File: src/rtl/bank_ram_pkg.sv
package bank_ram_pkg;
  localparam int ADDR_W = 16;
  localparam int DATA_W = 8;

  // Mode state handed from control to datapath
  typedef struct packed {
    logic readEn;
    logic writeEn;
    logic bankFirst;
  } cardMode_t;

  // Meaning of the two low switch address bits
  typedef enum logic [1:0] {
    SW_READ_ON  = 2'b00,
    SW_ARM_ROFF = 2'b01,
    SW_ALL_OFF  = 2'b10,
    SW_ARM_RON  = 2'b11
  } swCode_t;
endpackage

File: src/rtl/bank_ram_ctrl.sv
module bank_ram_ctrl
  import bank_ram_pkg::*;
#(
  parameter logic [ADDR_W-1:0] WIN_BASE = 16'hC080,
  parameter int ARM_COUNT = 2
) (
  input  logic              clk,
  input  logic              rstN,
  input  logic [ADDR_W-1:0] busAddr,
  input  logic              busRead,
  input  logic              busWrite,
  output cardMode_t         mode
);
  localparam int CNT_W = $clog2(ARM_COUNT + 1);
  localparam logic [CNT_W-1:0] CNT_TOP = CNT_W'(ARM_COUNT);
  localparam logic [ADDR_W-1:0] WIN_MASK = ~ADDR_W'(15);

  logic [CNT_W-1:0] armCnt, cntNext, cntInc;
  cardMode_t modeNext;
  logic winHit;
  swCode_t code;

  assign winHit = ((busAddr & WIN_MASK) == WIN_BASE) && (busRead || busWrite);
  assign code   = swCode_t'(busAddr[1:0]);
  assign cntInc = (armCnt == CNT_TOP) ? armCnt : armCnt + 1'b1;

  always_comb begin
    modeNext = mode;
    cntNext  = armCnt;
    if (winHit) begin
      modeNext.bankFirst = busAddr[3];
      if (busWrite) begin
        cntNext = '0;
        unique case (code)
          SW_READ_ON:  begin modeNext.readEn = 1'b1; modeNext.writeEn = 1'b0; end
          SW_ARM_ROFF: modeNext.readEn = 1'b0;
          SW_ALL_OFF:  begin modeNext.readEn = 1'b0; modeNext.writeEn = 1'b0; end
          SW_ARM_RON:  modeNext.readEn = 1'b1;
        endcase
      end else begin
        unique case (code)
          SW_READ_ON: begin
            cntNext = '0; modeNext.readEn = 1'b1; modeNext.writeEn = 1'b0;
          end
          SW_ALL_OFF: begin
            cntNext = '0; modeNext.readEn = 1'b0; modeNext.writeEn = 1'b0;
          end
          SW_ARM_ROFF, SW_ARM_RON: begin
            cntNext = cntInc;
            modeNext.readEn = (code == SW_ARM_RON);
            if (cntInc >= CNT_TOP) modeNext.writeEn = 1'b1;
          end
        endcase
      end
    end
  end

  always_ff @(posedge clk) begin
    if (!rstN) begin
      mode   <= '0;
      armCnt <= '0;
    end else begin
      mode   <= modeNext;
      armCnt <= cntNext;
    end
  end

  // non-switch cycles leave the mode alone
  a_r1_outside_stable: assert property (@(posedge clk) disable iff (!rstN)
    !winHit |=> mode == $past(mode));
  // a switch write clears the counter and cannot raise write enable
  a_r7_write_clears: assert property (@(posedge clk) disable iff (!rstN)
    winHit && busWrite |=> armCnt == '0 && (!mode.writeEn || $past(mode.writeEn)));
  // even switch reads disarm
  a_r3_even_read_disarms: assert property (@(posedge clk) disable iff (!rstN)
    winHit && !busWrite && !busAddr[0] |=> !mode.writeEn && armCnt == '0);
  // write enable only rises after the counter had reached one short of the limit
  a_r4_arm_needs_two: assert property (@(posedge clk) disable iff (!rstN)
    $rose(mode.writeEn) |-> $past(armCnt) >= CNT_TOP - 1'b1);
  // counter never passes its limit
  a_r13_cnt_saturates: assert property (@(posedge clk) disable iff (!rstN)
    armCnt <= CNT_TOP);
endmodule

File: src/rtl/bank_ram_dpath.sv
module bank_ram_dpath
  import bank_ram_pkg::*;
#(
  parameter int BANK_AW = 12
) (
  input  logic              clk,
  input  logic              rstN,
  input  logic [ADDR_W-1:0] busAddr,
  input  logic              busRead,
  input  logic              busWrite,
  input  logic [DATA_W-1:0] busWdata,
  input  logic [DATA_W-1:0] romData,
  input  logic [DATA_W-1:0] ramRdata,
  input  cardMode_t         mode,
  output logic [DATA_W-1:0] rdData,
  output logic              romSel,
  output logic              ramCs,
  output logic              ramWe,
  output logic [BANK_AW+1:0] ramAddr,
  output logic [DATA_W-1:0] ramWdata
);
  localparam int TOP_BITS = ADDR_W - BANK_AW;

  logic inBanked, inCommon, inCard, isRead;

  assign inBanked = busAddr[ADDR_W-1 -: TOP_BITS] == TOP_BITS'(4'hD);
  assign inCommon = &busAddr[ADDR_W-1 -: TOP_BITS-1];
  assign inCard   = inBanked || inCommon;
  assign isRead   = busRead && !busWrite;

  always_comb begin
    if (inBanked) ramAddr = {1'b0, ~mode.bankFirst, busAddr[BANK_AW-1:0]};
    else          ramAddr = {1'b1, busAddr[BANK_AW:0]};
  end

  assign ramWe    = inCard && busWrite && mode.writeEn;
  assign ramCs    = ramWe || (inCard && isRead && mode.readEn);
  assign romSel   = inCard && isRead && !mode.readEn;
  assign ramWdata = busWdata;

  always_comb begin
    if (inCard && isRead) rdData = mode.readEn ? ramRdata : romData;
    else                  rdData = '0;
  end

  // strobe only for armed writes
  a_r10_we_needs_arm: assert property (@(posedge clk) disable iff (!rstN)
    ramWe |-> mode.writeEn && busWrite && ramCs);
  // ROM path excludes the RAM and carries ROM data
  a_r8_rom_path: assert property (@(posedge clk) disable iff (!rstN)
    romSel |-> !ramCs && rdData == romData && busRead);
  // RAM read path carries RAM data
  a_r9_ram_read: assert property (@(posedge clk) disable iff (!rstN)
    ramCs && !ramWe |-> rdData == ramRdata && !romSel);
endmodule

File: src/rtl/bank_ram_card.sv
module bank_ram_card
  import bank_ram_pkg::*;
(
  input  logic        clk,
  input  logic        rstN,
  input  logic [15:0] busAddr,
  input  logic        busRead,
  input  logic        busWrite,
  input  logic [7:0]  busWdata,
  input  logic [7:0]  romData,
  input  logic [7:0]  ramRdata,
  output logic [7:0]  rdData,
  output logic        romSel,
  output logic        ramCs,
  output logic        ramWe,
  output logic [13:0] ramAddr,
  output logic [7:0]  ramWdata
);
  cardMode_t mode;

  bank_ram_ctrl #(.WIN_BASE(16'hC080), .ARM_COUNT(2)) u_ctrl (
    .clk(clk), .rstN(rstN), .busAddr(busAddr),
    .busRead(busRead), .busWrite(busWrite), .mode(mode)
  );

  bank_ram_dpath #(.BANK_AW(12)) u_dpath (
    .clk(clk), .rstN(rstN), .busAddr(busAddr),
    .busRead(busRead), .busWrite(busWrite), .busWdata(busWdata),
    .romData(romData), .ramRdata(ramRdata), .mode(mode),
    .rdData(rdData), .romSel(romSel), .ramCs(ramCs), .ramWe(ramWe),
    .ramAddr(ramAddr), .ramWdata(ramWdata)
  );
endmodule

File: config.mk
export PLATFORM = sky130hd
export DESIGN_NAME = bank_ram_card
export DESIGN_NICKNAME = d
export VERILOG_FILES = /design/src/rtl/bank_ram_pkg.sv /design/src/rtl/bank_ram_ctrl.sv /design/src/rtl/bank_ram_dpath.sv /design/src/rtl/bank_ram_card.sv
export SDC_FILE = /design/constraint.sdc
export NUM_CORES = 1
export LEC_CHECK = 0
export CAP_MARGIN = 20
export CORE_MARGIN = 3
export CORE_UTILIZATION = 45
export CTS_CLUSTER_SIZE = 20
export DETAILED_ROUTE_END_ITERATION = 10
export DONT_BUFFER_PORTS = 1
export GPL_TIMING_DRIVEN = 0
export SLEW_MARGIN = 10
export SYNTH_ARGS = -nofsm -noshare
export SYNTH_HDL_FRONTEND = slang
export SYNTH_HIERARCHICAL = 1
export SYNTH_SLANG_ARGS = --single-unit
File: constraint.sdc
create_clock -name clk -period 1.5 [get_ports clk]
set_input_delay 0.15 -clock clk [delete_from_list [all_inputs] [get_ports clk]]
set_output_delay 0.15 -clock clk [all_outputs]
set_load 0.01 [all_outputs]
; Word level (Yosys, flattened, before mapping)
; Index checks and enable logic that the tools add are counted.
[word_totals]
regBits = 5
out_inout_bits = 33
input_bits = 44
elab_cells = 45
[op_classes]
bitwise_logic = 1
n_reduce_logical = 19
n_addsub = 1
order_cmp = 1
eq_ne = 8
n_mux = 11
[op_table]
columns = op, n
row1 = 8-bit 2-to-1 mux, 2
row2 = 14-bit 2-to-1 mux, 1
row3 = "12-bit equality test, second input constant", 1
row4 = 2-bit OR reduction, 4
row5 = 1-bit logical AND, 7
row6 = "2-bit equality test, second input constant", 3
row7 = 2-bit 2-to-1 mux, 3
row8 = 2-bit one-hot mux with 3 select lines, 1
row9 = 3-bit AND reduction, 2
row10 = "4-bit equality test, second input constant", 1
row11 = 2-bit one-hot mux with 2 select lines, 1
row12 = 1-bit logical OR, 3
row13 = "3-bit by 2-bit inequality test with 1-bit output, second input constant", 1
row14 = "2-bit by 1-bit adder with 2-bit output, second input constant", 1
row15 = "2-bit by 1-bit equality test with 1-bit output, second input constant", 1
row16 = "2-bit greater-or-equal comparator, second input constant", 1
row17 = 1-bit zero test, 2
row18 = 2-bit zero test, 1
row19 = 1-bit 2-to-1 mux, 2
row20 = "2-bit inequality test, second input constant", 1
row21 = 1-bit one-hot mux with 2 select lines, 1
row22 = 1-bit inverter, 1

; Longest topological paths before layout
; Gate-level depths: netlist of run 1.
[depth]
depth_word = 6
mapped_depth = 6
depth_no_buf = 6

; Hierarchy
; The synthesis of run 1 kept the hierarchy.
[by_module_without_submodules]
columns = mod, seq_area_each_um2, instances, area_each_um2, cells_each
row1 = bank_ram_dpath, 0.0, 1, 405.4, 49
row2 = bank_ram_ctrl, 100.1, 1, 359.1, 37

; Worst setup path after synthesis of run 1
; OpenSTA, ideal clock, no wires.
[synth_timing]
kind = input to register
from = input port busAddr[4]
to = register u_ctrl.armCnt[1]
required_ns = 1.430
t_arrival_ns = 1.314
n_path_buf = 0
path_slack_ns = 0.116
cell_stages = 4
setup_time_ns = 0.070
path_cell_list = nor4b_2 o2111ai_2 or4b_1 a21boi_1
[synth_via]
elab_chain_len = 2
[synth_lines]
columns = element, line_no
row1 = start: declaration, bank_ram_card.sv:6  ; input logic [15:0] busAddr,
row2 = 12-bit equality test, bank_ram_ctrl.sv:23  ; assign winHit = ((busAddr & WIN_MASK) == WIN_BASE) && (busRead || busWrite);
row3 = 1-bit logical AND, bank_ram_ctrl.sv:23
row4 = end signal: assignment, bank_ram_ctrl.sv:64  ; armCnt <= cntNext;
row5 = end: declaration, bank_ram_ctrl.sv:18  ; logic [CNT_W-1:0] armCnt, cntNext, cntInc;
; Every way passes these cells.
; A chain may end at the register's enable or synchronous reset.

; Worst setup path in the final report of run 1
[layout_timing]
from = register u_ctrl.armCnt[0]
to = register u_ctrl.armCnt[1]
[layout_via]
elab_chain_len = 4
word_cells_on_any_way = 5
classes_between = add/sub: 1 / eq/ne: 1 / mux: 3
[layout_lines]
columns = element, line_no
row1 = 2-bit by 1-bit adder with 2-bit output / 2-bit equality test (equally long branches), bank_ram_ctrl.sv:25  ; assign cntInc = (armCnt == CNT_TOP) ? armCnt : armCnt + 1'b1;
row2 = 2-bit 2-to-1 mux *, bank_ram_ctrl.sv:25
row3 = 2-bit one-hot mux with 2 select lines *, bank_ram_ctrl.sv:41  ; unique case (code)
row4 = 2-bit 2-to-1 mux *, bank_ram_ctrl.sv:32  ; if (busWrite) begin
; Mark *: on every way between the ends. The rest lies on a longest branch, timed or not.

==> results of run 1 <==
## per-layer routing
| metal | routed length [um] | vias to the layer above |
|---|---|---|
| li1 | - | 287 |
| met1 | 496 | 270 |
| met2 | 720 | 47 |
| met3 | 209 | 2 |
| met4 | 8 | 0 |
| met5 | 0 | - |
## cell families after synthesis
family	after synthesis	share of synthesized area
AO/OA/AOI/OAI	8	0.0916
adder cells (fa/ha/maj)	5	0.0818
buffers and inverters	27	0.250
flip-flops	5	0.131
multiplexers	10	0.131
AND/OR/NAND/NOR	31	0.314
## flip-flops by register name (all words and copies together) (netlist names)
signal	cells
u_ctrl/armCnt	2
u_ctrl/mode	3
## worst paths after layout
| check | startpoint | to | slack [ns] | cells after the start |
|---|---|---|---|---|
| max | u_ctrl/armCnt[0] | u_ctrl/armCnt[1] | 0.18 | 4 |
| min | rstN | u_ctrl/mode[1] | 0.05 | 2 |
| max reg2reg | u_ctrl/armCnt[0] | u_ctrl/armCnt[1] | 0.18 | 4 |
| min reg2reg | u_ctrl/armCnt[1] | u_ctrl/armCnt[1] | 0.45 | 2 |
## final cells by class
type / count / area, um^2 / share of cell area
plain buffers: 23 / 176 / 0.218
multi-input cells: 54 / 473 / 0.583
well taps: 16 / 20.0 / 0.0247
flip-flops and latches: 5 / 100 / 0.123
clock buffers: 4 / 26.3 / 0.0324
inverters: 4 / 15.0 / 0.0185
## critical path, delay by kind of cell (launching register included)
kind / cells / cell delay (ns)
and+or+nand+nor: 1 / 0.45
DFF: 1 / 0.32
adders and majority gates: 1 / 0.28
AOI/OAI and AO/OA: 1 / 0.15
buffers and inverters: 1 / 0.04
## stage by stage
stage / instance area, um^2 / setup slack, ns
3_3_place_gp: 785 / -0.0406
5_1_grt: 811 / 0.0811
3_5_place_dp: 785 / -0.0389
4_1_cts: 811 / 0.176
2_1_floorplan: 764 / 0.116
6_report: 811 / 0.180
## power by group
part	internal (W)	switching (W)	leakage (nW)
Sequential	0.000133	0.00000000541	0.0402
Clock	0.000101	0.0000577	0.0150
Combinational	0.0000586	0.0000544	0.246
## synth_stat cells
cell       number
nor3_1          1
a21oi_1         1
o2111ai_2       1
nand2_1         7
a211oi_1        1
buf_4          22
nor4b_2         1
and3b_1         1
nand2b_1        1
a21boi_0        1
ha_1            5
nor3_2          9
nor2b_1         1
nor2_1          4
and4bb_2        1
buf_6           1
nor4_4          1
mux2i_1        10
o211ai_2        1
or2_2           1
inv_1           4
dfxtp_1         5
a21boi_1        3
or4b_1          2
nand3b_1        1
==> results.sh, run 1 <==
export IMPL_syn_inst=86
export IMPL_vias=606
export IMPL_standard_cell_rows=14
export IMPL_core_area_um2=1560
export IMPL_drtPass1Iterations=2
export IMPL_flow_area_growth_from_synthesis_pct=6.06
export IMPL_drt_wl_total_um=1440
export IMPL_floorplan_initialDensity=0.490
export IMPL_num_io_pins=77
export IMPL_die_y_um=47.2
export IMPL_holdCritPathClass="in2reg"
export IMPL_finalSetupViolCount=0
export IMPL_drive_above_1_share=0.456
export IMPL_report_power_total_w=0.000405
export IMPL_synth_seq_area_share=0.131
export IMPL_period_minus_slack_ns=1.32
export IMPL_setup_repair_after_global_routing_missed_its_margin="no"
export IMPL_period_share=0.880
export IMPL_place_detailed_hpwl_um=1250
export IMPL_power_density_nw_per_um2=499
export IMPL_cts_max_path_buffers=2
export IMPL_place_detailed_instances=102
export IMPL_port_buffers=0
export IMPL_global_route_usage_met3=0.0575
export IMPL_die_area_um2=2230
export IMPL_fin_skew_ns=0.00465
export IMPL_floorplan_die_width_um=47.2
export IMPL_num_antenna_cells=0
export IMPL_first_iter_violations=4
export IMPL_critPathKind="reg2reg"
export IMPL_ant_nets=0
export IMPL_final_max_slew_violation_count=0
export IMPL_utilization=0.520
export IMPL_critical_path_required_ns=1.68
export IMPL_yosys_warnings=6
export IMPL_worst_endpoint_arrival_ns=1.50
export IMPL_tritoncts_num_sinks=5
export IMPL_flip_flop_and_latch_count_after_synthesis=5
export IMPL_vias_per_cell=5.72
export IMPL_worst_path_fanout_max=2
export IMPL_outcome="completed"
export IMPL_cts_buffers=3
export IMPL_largest_cells_by_area_after_synthesis="buf_4 (22%), dfxtp_1 (13%), mux2i_1 (13%), nor3_2 (12%), ha_1 (8.2%)"
export IMPL_vdd_ir_drop_max_uv=434
export IMPL_htree_levels=1
export IMPL_clk_root_buffer_cell="clkbuf_4"
export IMPL_layoutNonFillerInstCount=106
export IMPL_cts_resized_gates=0
export IMPL_grt_max_degree=11
export IMPL_globalRouteOverflowTotal=0
export IMPL_final_nets=140
export IMPL_post_route_drc_count=0
export IMPL_worstSetupStartpointType="flop"
export IMPL_worstSkewPairLatency_ns=0.25
export IMPL_antenna_found_initial=0
export IMPL_tritoncts_clock_tree="built"
export IMPL_power_static_leakage_nw=0.301
export IMPL_yosysTopAreaCell="buf_4"
export IMPL_grt_pass1_vias=489
export IMPL_gp_routability_congestion=0.691
export IMPL_mostFrequentLayoutCells="buf_4 (22), mux2i_1 (10), nor3_2 (9)"
export IMPL_groute_layer_met1_usage=0.140
export IMPL_fillCellCount=153
export IMPL_setup_tns_final_ns=0
export IMPL_proportion_of_netlist_area_held_by_the_largest_area_contributor=0.216
export IMPL_hold_viol=0
export IMPL_globalRouteTotalUtil=0.127
export IMPL_timing_critical_path_slowest_cell_delay_ns=0.45
export IMPL_clk_pin_slew_worst_paths_ns=0.04
export IMPL_endpoint_kind="flop"
export IMPL_gr_max_usage_layer="met2"
export IMPL_maxCapViolations=0
export IMPL_tightest_slew_ns=0.390
export IMPL_synth_area_per_cell_um2=8.89
export IMPL_post_synth_num_cell_types=25
export IMPL_global_route_usage_met2=0.211
export IMPL_cts_post_setup_buffers_inserted=0
export IMPL_timing_slew_headroom=0.740
export IMPL_cp_slowest_cell="or4b_1"
export IMPL_postSynthNetCount=135
export IMPL_timing_hold_ws_ns=0.0458
export IMPL_grt_pass1_wl_um=1970
export IMPL_fmax_mhz=757
export IMPL_layout_cells_most_common="buf_4"
export IMPL_timing_critical_path_cells="inv_1 > ha_1 > or4b_1 > a21boi_1"
export IMPL_synthesis_area_um2=764
export IMPL_drt_wirelength_per_cell_um=13.5
export IMPL_hold_buffers=0
No activity file was read; power rests on OpenSTA's default activity.
==> run 2: changes to the inputs <==
--- a/config.mk
+++ b/config.mk
@@ -6,7 +6,7 @@
 export NUM_CORES = 1
 export LEC_CHECK = 0
 export CAP_MARGIN = 20
-export CORE_MARGIN = 3
+export CORE_MARGIN = 8
 export CORE_UTILIZATION = 45
 export CTS_CLUSTER_SIZE = 20
 export DETAILED_ROUTE_END_ITERATION = 10
==> constraint.sdc (replaced) <==
create_clock -name clk -period 1.2 [get_ports clk]
set_input_delay 0.12 -clock clk [delete_from_list [all_inputs] [get_ports clk]]
set_output_delay 0.12 -clock clk [all_outputs]
set_load 0.01 [all_outputs]
==> run 2 against run 1 <==
  * The run now ends with setup timing left
  * First-iteration DRC count grew to 3.0 times the previous value
  * Clock power rose by 27%
  * Sequential cell count stayed put
  * Die area rose by 47%
  * Global-route usage down 1.5 points
  * Non-clock buffer count up 2
  * Combinational power grew 31%
  * Fmax rose by 3.5%
  * Critical path type unchanged
==> results.sh, run 2 (synthesized netlist as in run 1, its figures left out) <==
export IMPL_outcome="finished with violations"
export IMPL_violated_checks="setup timing"
export IMPL_tritoncts_num_sinks=5
export IMPL_largest_register="u_ctrl/mode"
export IMPL_drive_above_1_share=0.587
export IMPL_htree_levels=1
export IMPL_maxCapViolations=0
export IMPL_worstSkewPairLatency_ns=0.25
export IMPL_grt_pass1_wl_um=3060
export IMPL_clk_root_buffer_cell="clkbuf_4"
export IMPL_layout_top_registers="u_ctrl/mode (3), u_ctrl/armCnt (2)"
export IMPL_power_density_nw_per_um2=578
export IMPL_cts_max_path_buffers=2
export IMPL_gp_routability_congestion=0.674
export IMPL_power_static_leakage_nw=0.325
export IMPL_holdCritPathClass="in2reg"
export IMPL_globalRouteOverflowTotal=0
export IMPL_die_y_um=57.2
export IMPL_fmax_mhz=784
export IMPL_port_buffers=0
export IMPL_tightest_slew_ns=0.280
export IMPL_place_detailed_hpwl_um=1670
export IMPL_num_io_pins=77
export IMPL_standard_cell_rows=15
export IMPL_clk_pin_slew_worst_paths_ns=0.05
export IMPL_fin_skew_ns=0.00502
export IMPL_final_nets=142
export IMPL_post_route_drc_count=0
export IMPL_tritoncts_clock_tree="built"
export IMPL_power_frac_clock=0.389
export IMPL_critical_path_required_ns=1.38
export IMPL_power_combinational_fraction=0.287
export IMPL_finalWorstSetupSlack_ns=-0.0759
export IMPL_vdd_ir_drop_max_uv=369
export IMPL_layout_cells_most_common="buf_4"
export IMPL_worst_endpoint_arrival_ns=1.46
export IMPL_vias=617
export IMPL_place_detailed_instances=103
export IMPL_mostFrequentLayoutCells="buf_4 (22), mux2i_1 (9), nor3_2 (9)"
export IMPL_report_power_total_w=0.000515
export IMPL_endpoint_kind="flop"
export IMPL_globalRouteTotalUtil=0.112
export IMPL_timing_slew_headroom=0.813
export IMPL_finalSetupViolCount=1
export IMPL_sw_frac_of_total=0.284
export IMPL_power_share_sequential=0.324
export IMPL_period_minus_slack_ns=1.28
export IMPL_timing_hold_ws_ns=0.0125
export IMPL_total_internal_power_w=0.000369
export IMPL_grt_pass1_vias=697
export IMPL_num_antenna_cells=0
export IMPL_largest_register_ff_count=3
export IMPL_drt_wirelength_per_cell_um=18.0
export IMPL_worst_path_fanout_max=2
export IMPL_period_share=1.06
export IMPL_drtPass1Iterations=4
export IMPL_setup_repair_after_global_routing_missed_its_margin="yes"
export IMPL_drt_wl_total_um=1960
export IMPL_floorplan_die_width_um=57.2
export IMPL_critPathKind="reg2reg"
export IMPL_hold_viol=0
export IMPL_netSwitchingPower_w=0.000146
export IMPL_grt_max_degree=11
export IMPL_core_area_um2=1650
export IMPL_floorplan_initialDensity=0.463
export IMPL_die_area_um2=3270
export IMPL_placement_setup_worst_slack_ns=-0.250
export IMPL_flow_area_growth_from_synthesis_pct=16.5
export IMPL_ant_nets=0
export IMPL_fillCellCount=151
export IMPL_seqCellArea_um2=104
export IMPL_final_max_slew_violation_count=0
export IMPL_worstSetupStartpointType="flop"
export IMPL_antenna_found_initial=0
export IMPL_layoutNonFillerInstCount=109
export IMPL_first_iter_violations=12
export IMPL_cts_buffers=3
export IMPL_total_area_of_multi_input_combinational_cells_um2=526
export IMPL_vias_per_cell=5.66
## run 2: changes by cell type in the layout (fill, tap and decap cells not counted), sizes merged
cell  delta
buf      +2
## run 2: worst max-delay path: stages (launching register included)
cell      delay, ns
dfxtp_2        0.33
inv_2          0.04
ha_4           0.26
or4b_4         0.45
a21boi_2       0.13
## run 2: timing repair
item	4_1_cts	5_1_grt
pin swaps	3	5
cloned	1	0
setup endpoints to repair	11	5
hold buffers	0	0
hold endpoints to repair	0	0
resized for setup	12	3
setup buffers	0	1
## run 2: layer usage
layer	part of all wire	GRT usage	wire length (um)
met1	0.36	0.107	703
met2	0.47	0.178	916
met3	0.16	0.0732	323
met4	0.0072	0.0604	14
met5	0	0	0
## run 2: metrics by stage
stage | instance area (um^2) | TNS (ns) | util
6_report | 891 | -0.0759 | 0.539
5_1_grt | 891 | -0.162 | 0.539
4_1_cts | 865 | -0.0834 | 0.523
3_5_place_dp | 795 | -0.565 | 0.481
3_3_place_gp | 795 | -0.491 | 0.481
2_1_floorplan | 773 | -0.251 | -
## run 2: final cells by class
cell class,count,share of cell area
multi-input combinational,54,0.590
buffer,23,0.202
sequential,5,0.117
clock buffer,4,0.0295
tap,17,0.0239
timing repair buffer,2,0.0211
inverter,4,0.0169
## run 2: path summary, 6_finish.rpt
path / endpoint / slack, ns / start / depth (start not counted)
worst min register to register: u_ctrl/mode[1] / 0.46 / u_ctrl/mode[1] / 2
worst max-delay path: u_ctrl/armCnt[1] / -0.08 / u_ctrl/armCnt[1] / 4
worst min-delay path: u_ctrl/mode[0] / 0.01 / rstN / 1
worst max register to register: u_ctrl/armCnt[1] / -0.08 / u_ctrl/armCnt[1] / 4
## run 2: power by group through the flow
stage                     Combinational, W  Sequential [W]  Clock (W)
after floorplan                   0.000133        0.000170          0
after global placement            0.000146        0.000170          0
after detailed placement          0.000147        0.000170          0
after CTS                         0.000149        0.000167   0.000207
after global routing              0.000162        0.000166   0.000207
final                             0.000148        0.000167   0.000200
